===== src/rtl/llsc_pkg.sv =====
package llsc_pkg;
  localparam int ADDR_W = 32;
  localparam int OFS_W  = 2;
  localparam int WORD_W = ADDR_W - OFS_W;

  typedef logic [WORD_W-1:0] word_t;

  // Word part of a byte address.
  function automatic word_t word_of(input logic [ADDR_W-1:0] a);
    return a[ADDR_W-1:OFS_W];
  endfunction

  // Verdict for a conditional store.
  function automatic logic sc_verdict(input logic req, input logic held,
                                      input logic hit, input logic kill);
    return req & held & hit & ~kill;
  endfunction
endpackage


===== src/rtl/llsc_word_cmp.sv =====
module llsc_word_cmp #(
  parameter int WORD_W = 30
) (
  input  logic              en_i,
  input  logic [WORD_W-1:0] a_i,
  input  logic [WORD_W-1:0] b_i,
  output logic              hit_o
);
  assign hit_o = en_i && (a_i == b_i);
endmodule


===== src/rtl/llsc_rsv_reg.sv =====
module llsc_rsv_reg #(
  parameter int WORD_W = 30
) (
  input  logic              clk,
  input  logic              rst_n,
  input  logic              set_i,
  input  logic [WORD_W-1:0] set_word_i,
  input  logic              drop_i,
  input  logic              clear_i,
  output logic              valid_o,
  output logic [WORD_W-1:0] word_o
);
  // Priority: clear, then new linked load, then any drop event.
  always_ff @(posedge clk) begin
    if (!rst_n) begin
      valid_o <= 1'b0;
      word_o  <= '0;
    end else if (clear_i) begin
      valid_o <= 1'b0;
    end else if (set_i) begin
      valid_o <= 1'b1;
      word_o  <= set_word_i;
    end else if (drop_i) begin
      valid_o <= 1'b0;
    end
  end
endmodule


===== src/rtl/llsc_sc_judge.sv =====
module llsc_sc_judge #(
  parameter int DATA_W = 32
) (
  input  logic              sc_req_i,
  input  logic              held_i,
  input  logic              sc_hit_i,
  input  logic              kill_i,
  output logic              ok_o,
  output logic              wr_en_o,
  output logic [DATA_W-1:0] result_o
);
  import llsc_pkg::*;
  always_comb begin
    ok_o     = sc_verdict(sc_req_i, held_i, sc_hit_i, kill_i);
    wr_en_o  = ok_o;
    result_o = '0;
    result_o[0] = ok_o;
  end
endmodule


===== src/rtl/llsc_monitor.sv =====
module llsc_monitor
  import llsc_pkg::*;
#(
  parameter int DATA_W = 32
) (
  input  logic              clk,
  input  logic              rst_n,
  input  logic              ll_valid_i,
  input  logic [ADDR_W-1:0] ll_addr_i,
  input  logic              sc_valid_i,
  input  logic [ADDR_W-1:0] sc_addr_i,
  input  logic              snoop_valid_i,
  input  logic [ADDR_W-1:0] snoop_addr_i,
  input  logic              clear_i,
  output logic              sc_ok_o,
  output logic              sc_wr_en_o,
  output logic [DATA_W-1:0] sc_result_o,
  output logic              rsv_valid_o,
  output logic [WORD_W-1:0] rsv_word_o
);
  localparam int N_CMP = 3; // 0: sc vs rsv, 1: snoop vs rsv, 2: snoop vs sc

  word_t ll_word, sc_word, sn_word;
  assign ll_word = word_of(ll_addr_i);
  assign sc_word = word_of(sc_addr_i);
  assign sn_word = word_of(snoop_addr_i);

  logic  cmp_en [N_CMP];
  word_t cmp_a  [N_CMP];
  word_t cmp_b  [N_CMP];
  logic  cmp_hit[N_CMP];

  assign cmp_en[0] = sc_valid_i;    assign cmp_a[0] = sc_word; assign cmp_b[0] = rsv_word_o;
  assign cmp_en[1] = snoop_valid_i; assign cmp_a[1] = sn_word; assign cmp_b[1] = rsv_word_o;
  assign cmp_en[2] = snoop_valid_i && sc_valid_i;
  assign cmp_a[2]  = sn_word;       assign cmp_b[2] = sc_word;

  genvar gi;
  generate
    for (gi = 0; gi < N_CMP; gi++) begin : g_cmp
      llsc_word_cmp #(.WORD_W(WORD_W)) u_cmp (
        .en_i(cmp_en[gi]), .a_i(cmp_a[gi]), .b_i(cmp_b[gi]), .hit_o(cmp_hit[gi])
      );
    end
  endgenerate

  // Named internal events (used by the checker).
  logic sc_hit_rsv, snoop_hit_rsv, snoop_hit_sc, sc_kill, rsv_drop;
  assign sc_hit_rsv    = cmp_hit[0];
  assign snoop_hit_rsv = cmp_hit[1];
  assign snoop_hit_sc  = cmp_hit[2];
  assign sc_kill       = snoop_hit_sc | clear_i;
  assign rsv_drop      = sc_valid_i | snoop_hit_rsv;

  llsc_rsv_reg #(.WORD_W(WORD_W)) u_rsv (
    .clk(clk), .rst_n(rst_n),
    .set_i(ll_valid_i), .set_word_i(ll_word),
    .drop_i(rsv_drop), .clear_i(clear_i),
    .valid_o(rsv_valid_o), .word_o(rsv_word_o)
  );

  llsc_sc_judge #(.DATA_W(DATA_W)) u_judge (
    .sc_req_i(sc_valid_i), .held_i(rsv_valid_o), .sc_hit_i(sc_hit_rsv),
    .kill_i(sc_kill), .ok_o(sc_ok_o), .wr_en_o(sc_wr_en_o), .result_o(sc_result_o)
  );
endmodule


===== config.mk =====
export PLATFORM = sky130hd
export DESIGN_NAME = llsc_monitor
export DESIGN_NICKNAME = d
export VERILOG_FILES = /design/src/rtl/llsc_pkg.sv /design/src/rtl/llsc_word_cmp.sv /design/src/rtl/llsc_rsv_reg.sv /design/src/rtl/llsc_sc_judge.sv /design/src/rtl/llsc_monitor.sv
export SDC_FILE = /design/constraint.sdc
export NUM_CORES = 1
export LEC_CHECK = 0
export ABC_AREA = 1
export BUFFER_PORTS_ARGS = -buffer_cell sky130_fd_sc_hd__buf_2
export CORE_MARGIN = 1.5
export CORE_UTILIZATION = 53
export CTS_BUF_LIST = sky130_fd_sc_hd__clkbuf_2 sky130_fd_sc_hd__clkbuf_4 sky130_fd_sc_hd__clkbuf_8
export DETAILED_ROUTE_END_ITERATION = 10
export PLACE_DENSITY = 0.95
export SETUP_SLACK_MARGIN = 0.02
export SYNTH_ARGS = -nofsm -noshare
export SYNTH_HDL_FRONTEND = slang
export SYNTH_HIERARCHICAL = 1
export SYNTH_SLANG_ARGS = --single-unit

===== constraint.sdc =====
create_clock -name clk -period 3.8 [get_ports clk]
set_input_delay 0.95 -clock clk [delete_from_list [all_inputs] [get_ports clk]]
set_output_delay 0.95 -clock clk [all_outputs]
set_load 0.02 [all_outputs]

==> impl_metrics.csv, run 1 <==
group,metric,value,unit
timing,hold_viol,0,
place,port_buffers,129,
yosys,synth_common_cells,"nand2_1, inv_1, nor2_1",
routing,first_pass_iters,5,
setup_path,worstSetupEndpointType,"primary output",
power_and_ir_drop,power_density,247,nW/um2
yosys,postSynth.asyncResetShare,0,%
setup_path,path_buf_inv,5,
finish,antennaDiodeCount,0,
global_route,track_usage,24.7,%
yosys,synth_warnings,6,
routing,wl,8900,um
power_and_ir_drop,power,0.00103,W
yosys,syn_area,3510,um2
clocking,clk_pin_slew_worst_paths,0.06,ns
setup_path,critPathRequiredTime,2.85,ns
setup_path,reg2reg_to,"u_rsv/valid_o",
routing,drc,0,
setup_path,crit_path_end,"sc_wr_en_o",
clocking,cts_num_sinks,31,
timing,setup_tns,0,ns
routing,drtIter0Drc,219,
setup_path,path_class,"input pin to primary output",
clocking,cts_root_buffer,"clkbuf_8",
routing,vias,4114,
clocking,cts_buffer_depth,2,
clocking,htreeDepth,2,
finish,drive_gt1_share,16.4,%
setup_path,worstReg2RegStart,"u_rsv/word_o[3]",
place,preCtsSetupSlack,0.740,ns
clocking,cts_buffers,5,
timing,fin_crit_sh,80.4,%
timing,max_freq,327,MHz
place,gp_congestion,0.930,
setup_path,critPathArrivalTime,2.10,ns
clocking,hold_buffers,0,
timing,finalMaxSlewViolations,0,
floorplan,ios,167,
yosys,yosysUniqueCellTypes,14,
clocking,cts_tree,"yes",
setup_path,reg2reg_slack,2.35,ns
clocking,cts_setup_buffers,0,
floorplan,dieArea,7130,um2
timing,setup_viol,0,
setup_path,crit_path_start_kind,"input pin",
run_status,outcome,"finished clean",
floorplan,die_width,84.4,um
yosys,synth_ff_type,"dfxtp_1",
timing,worstMarginPinSlew,0.580,ns
setup_path,cp.depth,15,
floorplan,die_h,84.4,um
routing,ant_nets,0,
yosys,synth_top_area_share,31.2,%
yosys,synth_area_leader_cell,"nand2_1",
finish,area.growth.synth_to_final,19.1,%
floorplan,rows,29,
yosys,synth_most_common_cell,"nand2_1",
global_route,antenna_found_initial,0,
yosys,ys_ff_latch,31,
global_route,grt-ovfl-total,0,
setup_path,crit_start,"snoop_addr_i[9]",
finish,nets,972,
setup_path,crit_chain,"buf_2 -> inv_1 -> nand2_1 -> o21ai_0 -> nor2_1 -> nand2_1 -> nor2_1 -> nand2_1 -> nor2_1 -> inv_1 -> nand2_1 -> inv_1 -> nand2_1 -> nor2_2 -> buf_2",
setup_path,crit_path_max_incr_delay,0.15,ns
clocking,ctsResizeCount,0,
setup_path,cp_top_family,"simple AND/OR/NAND/NOR gates",
power_and_ir_drop,ir_drop,0.171,mV
global_route,first_global_vias,3575,
yosys,ys_seq_area_share,17.7,%
setup_path,cp_common_cell,"nand2_1",
yosys,synth_edf_count,0,
routing,viasPerCell,4.34,
power_and_ir_drop,power_leakage,2.93,nW
yosys,syn-instance-count,747,
min_path,hold_class,"flop to flop",
setup_path,critPathMaxFanout,4,
timing,worst_slack,0.746,ns
flow_run,maxCapViolCount,0,
yosys,yosys-top-cells-area,"nand2_1, inv_1, dfxtp_1, nor2_1, buf_4",
clocking,insertion_delay,0.27,ns
setup_path,crit_slowest_cell,"buf_2",
yosys,synth.avg_cell_area,4.70,um2
global_route,grt_max_degree,32,
global_route,grt_pass1_wl,14800,um
timing,min_period,3.05,ns
timing,rsz0062_at_grt,"no",
routing,drt-wirelength-per-cell,9.38,um
floorplan,start_util,55.0,%
setup_path,reg2reg_depth,13,
floorplan,coreArea,6390,um2
place,hpwlAfterDp,7120,um
timing,clock_skew,0.00186,ns
timing,slew_headroom,61.3,%
[through the flow]
| step | hold WS [ns] | area [um2] | std cells | utilization, % |
|---|---|---|---|---|
| 3_5_place_dp | 0.491 | 4080 | 940 | 63.9 |
| 2_1_floorplan | 0.543 | 3630 | 777 | - |
| 6_report | 0.496 | 4180 | 948 | 65.5 |
| 4_1_cts | 0.502 | 4180 | 948 | 65.5 |
| 3_3_place_gp | 0.485 | 4080 | 940 | 63.9 |
| 5_1_grt | 0.533 | 4180 | 948 | 65.5 |
[cell usage in the layout (no fill, tap or decap), types with 3 or more instances in the layout]
| master | instances |
|---|---|
| o21ai_0 | 6 |
| conb_1 | 31 |
| nor2_1 | 138 |
| buf_2 | 129 |
| xnor2_1 | 3 |
| inv_1 | 193 |
| nand2_1 | 292 |
| dfxtp_1 | 31 |
| nand3_1 | 33 |
| clkbuf_8 | 7 |
[worst reg2reg max path: cells and delay by family, from the launching register on]
kind                   cells  cell delay (ns)
flip-flops                 1             0.45
AND/OR/NAND/NOR            9             0.70
AO/OA/AOI/OAI              1             0.05
buffers and inverters      3             0.14
[state kept, by name (all words and copies together), names as in the netlist]
name and flops:
u_rsv/valid_o 1, u_rsv/word_o 30
[report_power, final]
group          internal [W]  total [W]  switching, W
combinational      0.000133   0.000362      0.000228
sequential         0.000347   0.000379     0.0000323
clock              0.000172   0.000291      0.000118
[layer usage]
metal	routed length [um]	track usage (%)	share of wire, %	vias up
li1	-	-	-	2260
met1	3920	31.6	44	1714
met2	4260	44.9	48	134
met3	677	3.54	7.6	6
met4	36	3.96	0.40	0
met5	0	0	0	-
[cells by family (layout without fill, tap and decap cells)]
| logic type | Yosys count | after routing | synth area share [%] |
|---|---|---|---|
| buffers and inverters | 240 | 334 | 29.5 |
| other | 1 | 31 | 0.107 |
| flip-flops | 31 | 31 | 17.7 |
| XOR/XNOR | 3 | 3 | 0.748 |
| AND/OR/NAND/NOR | 465 | 465 | 51.0 |
| AO/OA/AOI/OAI | 7 | 7 | 0.997 |
[how the worst min path moves through the flow]
stage | depth (start not counted) | end | start | slack [ns]
6_report | 2 | u_rsv/valid_o | u_rsv/valid_o | 0.50
5_1_grt | 2 | u_rsv/valid_o | u_rsv/valid_o | 0.53
4_1_cts | 2 | u_rsv/valid_o | u_rsv/valid_o | 0.50
3_5_place_dp | 2 | u_rsv/valid_o | u_rsv/valid_o | 0.49
3_3_place_gp | 2 | u_rsv/valid_o | u_rsv/valid_o | 0.48
2_1_floorplan | 2 | u_rsv/valid_o | u_rsv/valid_o | 0.54
[final cells by class]
cell class / count / area (um2)
multi-input combinational: 506 / 1970
sequential: 31 / 621
inverter: 195 / 732
timing repair buffer: 131 / 661
clock buffer: 8 / 104
tap: 77 / 96.3
fill: 688 / 2200
No activity file was read; power rests on OpenSTA's default activity.
==> inputs of run 2 (changes only) <==
--- a/config.mk
+++ b/config.mk
@@ -8,10 +8,10 @@
 export ABC_AREA = 1
 export BUFFER_PORTS_ARGS = -buffer_cell sky130_fd_sc_hd__buf_2
 export CORE_MARGIN = 1.5
-export CORE_UTILIZATION = 53
+export CORE_UTILIZATION = 44
 export CTS_BUF_LIST = sky130_fd_sc_hd__clkbuf_2 sky130_fd_sc_hd__clkbuf_4 sky130_fd_sc_hd__clkbuf_8
 export DETAILED_ROUTE_END_ITERATION = 10
-export PLACE_DENSITY = 0.95
+export PLACE_DENSITY = 0.91
 export SETUP_SLACK_MARGIN = 0.02
 export SYNTH_ARGS = -nofsm -noshare
 export SYNTH_HDL_FRONTEND = slang
==> constraint.sdc (replaced) <==
create_clock -name clk -period 2.53 [get_ports clk]
set_input_delay 0.6325 -clock clk [delete_from_list [all_inputs] [get_ports clk]]
set_output_delay 0.6325 -clock clk [all_outputs]
set_load 0.02 [all_outputs]
==> impl_metrics.csv, run 2 (synthesis results as in run 1) <==
group,metric,value,unit
clocking,cts_buffer_depth,2,
global_route,grt_pass1_wl,14700,um
finish,antennaDiodeCount,0,
place,port_buffers,129,
timing,fin_crit_sh,95.8,%
power_and_ir_drop,power_leakage,2.97,nW
finish,area.growth.synth_to_final,24.1,%
finish,layout_commonest_cell,"nand2_1",
finish,nets,976,
clocking,hold_buffers,0,
clocking,cts_tree,"yes",
global_route,first_global_vias,3411,
finish,largest_reg_flops,30,
routing,vias,4074,
setup_path,critPathArrivalTime,1.79,ns
setup_path,crit_path_max_incr_delay,0.16,ns
finish,largest_registers,"u_rsv/word_o x30, u_rsv/valid_o x1",
routing,viasPerCell,4.17,
timing,clock_skew,0.00397,ns
min_path,hold_class,"flop to flop",
clocking,htreeDepth,2,
finish,layout_common_cells,"nand2_1, inv_1, nor2_1",
global_route,grt-ovfl-total,0,
floorplan,ios,167,
setup_path,critPathRequiredTime,1.90,ns
finish,largest_register,"u_rsv/word_o",
routing,wl,9240,um
setup_path,crit_slowest_cell,"nor2_4",
place,gp_congestion,0.889,
timing,max_freq,413,MHz
run_status,outcome,"finished clean",
clocking,cts_root_buffer,"clkbuf_8",
timing,setup_tns,0,ns
floorplan,coreArea,7730,um2
floorplan,dieArea,8530,um2
setup_path,worstSetupEndpointType,"primary output",
global_route,grt_max_degree,32,
clocking,insertion_delay,0.27,ns
timing,worstMarginPinSlew,0.567,ns
clocking,clk_pin_slew_worst_paths,0.06,ns
routing,drtIter0Drc,169,
setup_path,crit_chain,"buf_2 -> inv_1 -> o21ai_1 -> nor2_1 -> nand2_1 -> nor2_2 -> nand2_1 -> nor2_1 -> nand2_2 -> nor2_4 -> buf_6",
global_route,antenna_found_initial,1,
finish,drive_gt1_share,19.1,%
timing,slew_headroom,62.2,%
timing,finalMaxSlewViolations,0,
floorplan,rows,32,
routing,drc,0,
global_route,track_usage,21.1,%
clocking,cts_buffers,5,
setup_path,cp_top_family,"simple AND/OR/NAND/NOR gates",
floorplan,start_util,45.5,%
setup_path,crit_path_start_kind,"input pin",
timing,min_period,2.42,ns
timing,setup_viol,0,
clocking,cts_num_sinks,31,
setup_path,path_buf_inv,3,
power_and_ir_drop,power_density,349,nW/um2
routing,first_pass_iters,4,
setup_path,critPathMaxFanout,3,
routing,ant_nets,0,
floorplan,die_h,92.4,um
timing,timing.hold.ws,0.499,ns
routing,drt-wirelength-per-cell,9.47,um
timing,hold_viol,0,
power_and_ir_drop,ir_drop,0.238,mV
floorplan,die_width,92.4,um
setup_path,path_class,"input pin to primary output",
place,hpwlAfterDp,7210,um
flow_run,maxCapViolCount,0,
## run 2: final timing paths
path / startpoint / endpoint / slack [ns] / cells after the start
setup / recovery: sc_addr_i[7] / sc_wr_en_o / 0.11 / 11
setup reg to reg: u_rsv/word_o[3] / u_rsv/valid_o / 1.07 / 14
hold / removal: u_rsv/valid_o / u_rsv/valid_o / 0.50 / 2
hold reg to reg: u_rsv/valid_o / u_rsv/valid_o / 0.50 / 2
## run 2: tightest hold or removal path, delay by kind of cell (launching register included)
| family | cells | cell delay [ns] |
|---|---|---|
| flops | 1 | 0.33 |
| compound gates | 1 | 0.05 |
| simple gates | 1 | 0.07 |
## run 2: routing by layer
layer / share of wire, % / track usage, %
met1: 46 / 28.3
met5: 0.13 / 0
met3: 5.7 / 3.78
met2: 47 / 35.4
met4: 0.87 / 4.10
## run 2: area by class of cell
cell class | instances | area [um2]
clock buffers | 6 | 82.6
well taps | 102 | 128
fillers | 840 | 3370
clock inverters | 1 | 5.00
flip-flops and latches | 31 | 624
inverters | 195 | 732
repair buffers | 135 | 772
multi-input cells | 506 | 2020
## run 2: timing repair
| action | CTS | global route |
|---|---|---|
| setup buffers | 0 | 1 |
| gates resized for setup | 0 | 50 |
| endpoints found under the setup margin | 0 | 3 |
| hold endpoints to repair | 0 | 0 |
## run 2: power breakdown
part | internal [W] | switching [W] | total [W]
registers | 0.000522 | 0.0000483 | 0.000570
logic | 0.000218 | 0.000352 | 0.000570
clock network | 0.000213 | 0.000170 | 0.000383
## run 2: metrics by stage
stage                     power [W]  utilization (%)  area (um2)  worst slack (ns)  std cells
after floorplan            0.000962                -        3630             0.305        777
after global placement      0.00111             53.5        4130            0.0914        968
after detailed placement    0.00113             53.5        4130            0.0991        968
after CTS                   0.00151             54.6        4220            0.0974        975
after global routing        0.00165             56.4        4360           -0.0119        976
final                       0.00152             56.4        4360             0.106        976
==> inputs of run 3 (changes only) <==
--- a/config.mk
+++ b/config.mk
@@ -5,10 +5,9 @@
 export SDC_FILE = /design/constraint.sdc
 export NUM_CORES = 1
 export LEC_CHECK = 0
-export ABC_AREA = 1
 export BUFFER_PORTS_ARGS = -buffer_cell sky130_fd_sc_hd__buf_2
 export CORE_MARGIN = 1.5
-export CORE_UTILIZATION = 44
+export CORE_UTILIZATION = 40
 export CTS_BUF_LIST = sky130_fd_sc_hd__clkbuf_2 sky130_fd_sc_hd__clkbuf_4 sky130_fd_sc_hd__clkbuf_8
 export DETAILED_ROUTE_END_ITERATION = 10
 export PLACE_DENSITY = 0.91
==> impl_metrics.csv, run 3 <==
group,metric,value,unit
run_status,outcome,"complete, but fails checks",
run_status,violations,"negative setup slack",
place,hpwlAfterDp,6060,um
routing,viasPerCell,4.70,
global_route,grt_max_degree,25,
setup_path,crit_path_start_kind,"input pin",
yosys,yosys-top-cells-area,"xnor2_1, dfxtp_1, mux2i_1, buf_4, nand2_1",
place,gp_congestion,0.862,
setup_path,crit_path_max_incr_delay,0.52,ns
power_and_ir_drop,power_density,393,nW/um2
yosys,ys_ff_latch,31,
clocking,cts_buffers,5,
finish,layout_commonest_cell,"buf_2",
routing,vias,2504,
yosys,ys_seq_area_share,24.2,%
yosys,synth_top_area_share,26.6,%
finish,largest_reg_flops,30,
yosys,synth_most_common_cell,"xnor2_1",
routing,drc,0,
finish,area.growth.synth_to_final,44.4,%
timing,worst_slack,-0.352,ns
finish,multi_input_area,1820,um2
yosys,synth.avg_cell_area,8.73,um2
global_route,first_global_vias,2672,
clocking,htreeDepth,2,
routing,drt-wirelength-per-cell,14.1,um
finish,nets,559,
finish,antennaDiodeCount,0,
yosys,synth_area_leader_cell,"xnor2_1",
yosys,synth_common_cells,"xnor2_1, nand2_1, buf_4",
timing,fin_crit_sh,114,%
routing,first_pass_iters,4,
yosys,yosysUniqueCellTypes,21,
clocking,clk_pin_slew_worst_paths,0.07,ns
finish,layout_common_cells,"buf_2, xnor2_1, nand2_1",
finish,largest_register,"u_rsv/word_o",
timing,finalMaxSlewViolations,0,
floorplan,dieArea,6900,um2
setup_path,path_class,"input pin to primary output",
timing,min_period,2.88,ns
clocking,cts_root_buffer,"clkbuf_8",
timing,max_freq,347,MHz
timing,hold_viol,0,
setup_path,crit_chain,"buf_2 -> xnor2_1 -> nand4_1 -> or4_4 -> nor4_4 -> or2_1 -> and4b_2 -> buf_4",
timing,timing.hold.ws,0.522,ns
min_path,hold_class,"flop to flop",
setup_path,critPathRequiredTime,1.90,ns
floorplan,coreArea,6060,um2
power_and_ir_drop,ir_drop,0.318,mV
global_route,grt-ovfl-total,0,
finish,register_area,621,um2
global_route,antenna_found_initial,0,
yosys,synth_warnings,6,
clocking,insertion_delay,0.27,ns
setup_path,critPathMaxFanout,3,
finish,largest_registers,"u_rsv/word_o x30, u_rsv/valid_o x1",
flow_run,maxCapViolCount,0,
floorplan,start_util,42.3,%
timing,rsz0062_at_grt,"yes",
yosys,synth_ff_type,"dfxtp_1",
setup_path,path_buf_inv,2,
floorplan,die_h,83.1,um
timing,clock_skew,0.00426,ns
floorplan,rows,28,
setup_path,crit_start,"sc_addr_i[27]",
yosys,syn-instance-count,294,
setup_path,crit_slowest_cell,"or4_4",
timing,setup_tns,-1.03,ns
yosys,postSynth.asyncResetShare,0,%
global_route,grt_pass1_wl,12000,um
clocking,cts_num_sinks,31,
finish,fin_util,61.1,%
finish,drive_gt1_share,43.4,%
setup_path,worstReg2RegStart,"u_rsv/word_o[3]",
routing,ant_nets,0,
place,port_buffers,129,
clocking,cts_buffer_depth,2,
clocking,cts_tree,"yes",
yosys,syn_area,2570,um2
floorplan,die_width,83.1,um
setup_path,cp_top_family,"simple AND/OR/NAND/NOR gates",
clocking,hold_buffers,0,
setup_path,worstSetupEndpointType,"primary output",
yosys,synth_edf_count,0,
routing,wl,7510,um
power_and_ir_drop,power_leakage,1.77,nW
finish,fillerInstances,527,
timing,setup_viol,3,
global_route,track_usage,21.3,%
floorplan,ios,167,
setup_path,critPathArrivalTime,2.25,ns
min_path,hold_path.startpoint,"u_rsv/word_o[5]",
routing,drtIter0Drc,48,
-- run 3: cell count changes in the layout (fill, tap and decap cells not counted), sizes merged, moves of 6 or more --
| cell | change |
|---|---|
| nor4 | +6 |
| nand3 | -33 |
| nand2 | -232 |
| o21ai | -6 |
| buf | +35 |
| mux2i | +30 |
| nor2 | -140 |
| xnor2 | +75 |
| nand4 | +21 |
| xor2 | +12 |
| inv | -194 |
-- run 3: report_power, final --
part | total, W | switching, W | internal, W
Clock | 0.000396 | 0.000182 | 0.000214
Sequential | 0.000538 | 0.0000243 | 0.000513
Combinational | 0.000520 | 0.000263 | 0.000258
Total | 0.00145 | 0.000469 | 0.000986
-- run 3: kinds of logic (layout without fill, tap and decap cells) --
group           count (synthesis)  in the layout  synth area share [%]
other cells                     1             31                 0.146
xor+xnor                       90             90                  30.7
buf+inv                        45            179                  13.9
compound gates                  1              1                 0.390
simple gates                   96             96                  18.9
flops                          31             31                  24.2
mux                            30             30                  11.7
-- run 3: worst reg2reg max path: cells and delay by family, from the launching register on --
kind	cells	cell delay, ns
and+or+nand+nor	5	1.17
AOI/OAI and AO/OA	1	0.20
xor gates and xnor gates	1	0.19
DFF	1	0.33
buffers and inverters	1	0.15
-- run 3: final timing paths --
check / to / slack (ns) / cells past startpoint
worst max-delay path: sc_result_o[0] / -0.35 / 8
worst min-delay path: u_rsv/word_o[5] / 0.52 / 2
worst max register to register: u_rsv/valid_o / 0.39 / 8
worst min register to register: u_rsv/word_o[5] / 0.52 / 2
-- run 3: repair_timing --
item | in CTS | in global routing
setup buffers | 1 | 0
setup endpoints to repair | 3 | 3
gates resized for setup | 37 | 4
pin swaps | 8 | 2
-- run 3: final cells by class --
| class | instances | share of cell area, % |
|---|---|---|
| clock buffer | 7 | 2.26 |
| multi-input combinational | 248 | 49.2 |
| inverter | 1 | 0.101 |
| tap | 75 | 2.53 |
| timing repair buffer | 170 | 29.0 |
| sequential | 31 | 16.8 |
| clock inverter | 1 | 0.135 |
-- run 3: layer usage --
metal	global-route usage [%]	wire length [um]	part of all wire, %	vias to the layer above
met5	0	0	0	-
li1	-	-	-	1229
met4	6.52	143	1.9	0
met2	42.1	4130	55	114
met3	5.17	450	6.0	14
met1	21.8	2780	37	1147
-- run 3: stage by stage --
step	total power, W	setup WS (ns)	instances	cell area (um2)
2_1_floorplan	0.000865	-0.127	324	2700
3_3_place_gp	0.00101	-0.408	524	3390
3_5_place_dp	0.00103	-0.444	524	3390
4_1_cts	0.00146	-0.349	533	3680
5_1_grt	0.00153	-0.409	533	3700
6_report	0.00145	-0.352	533	3700
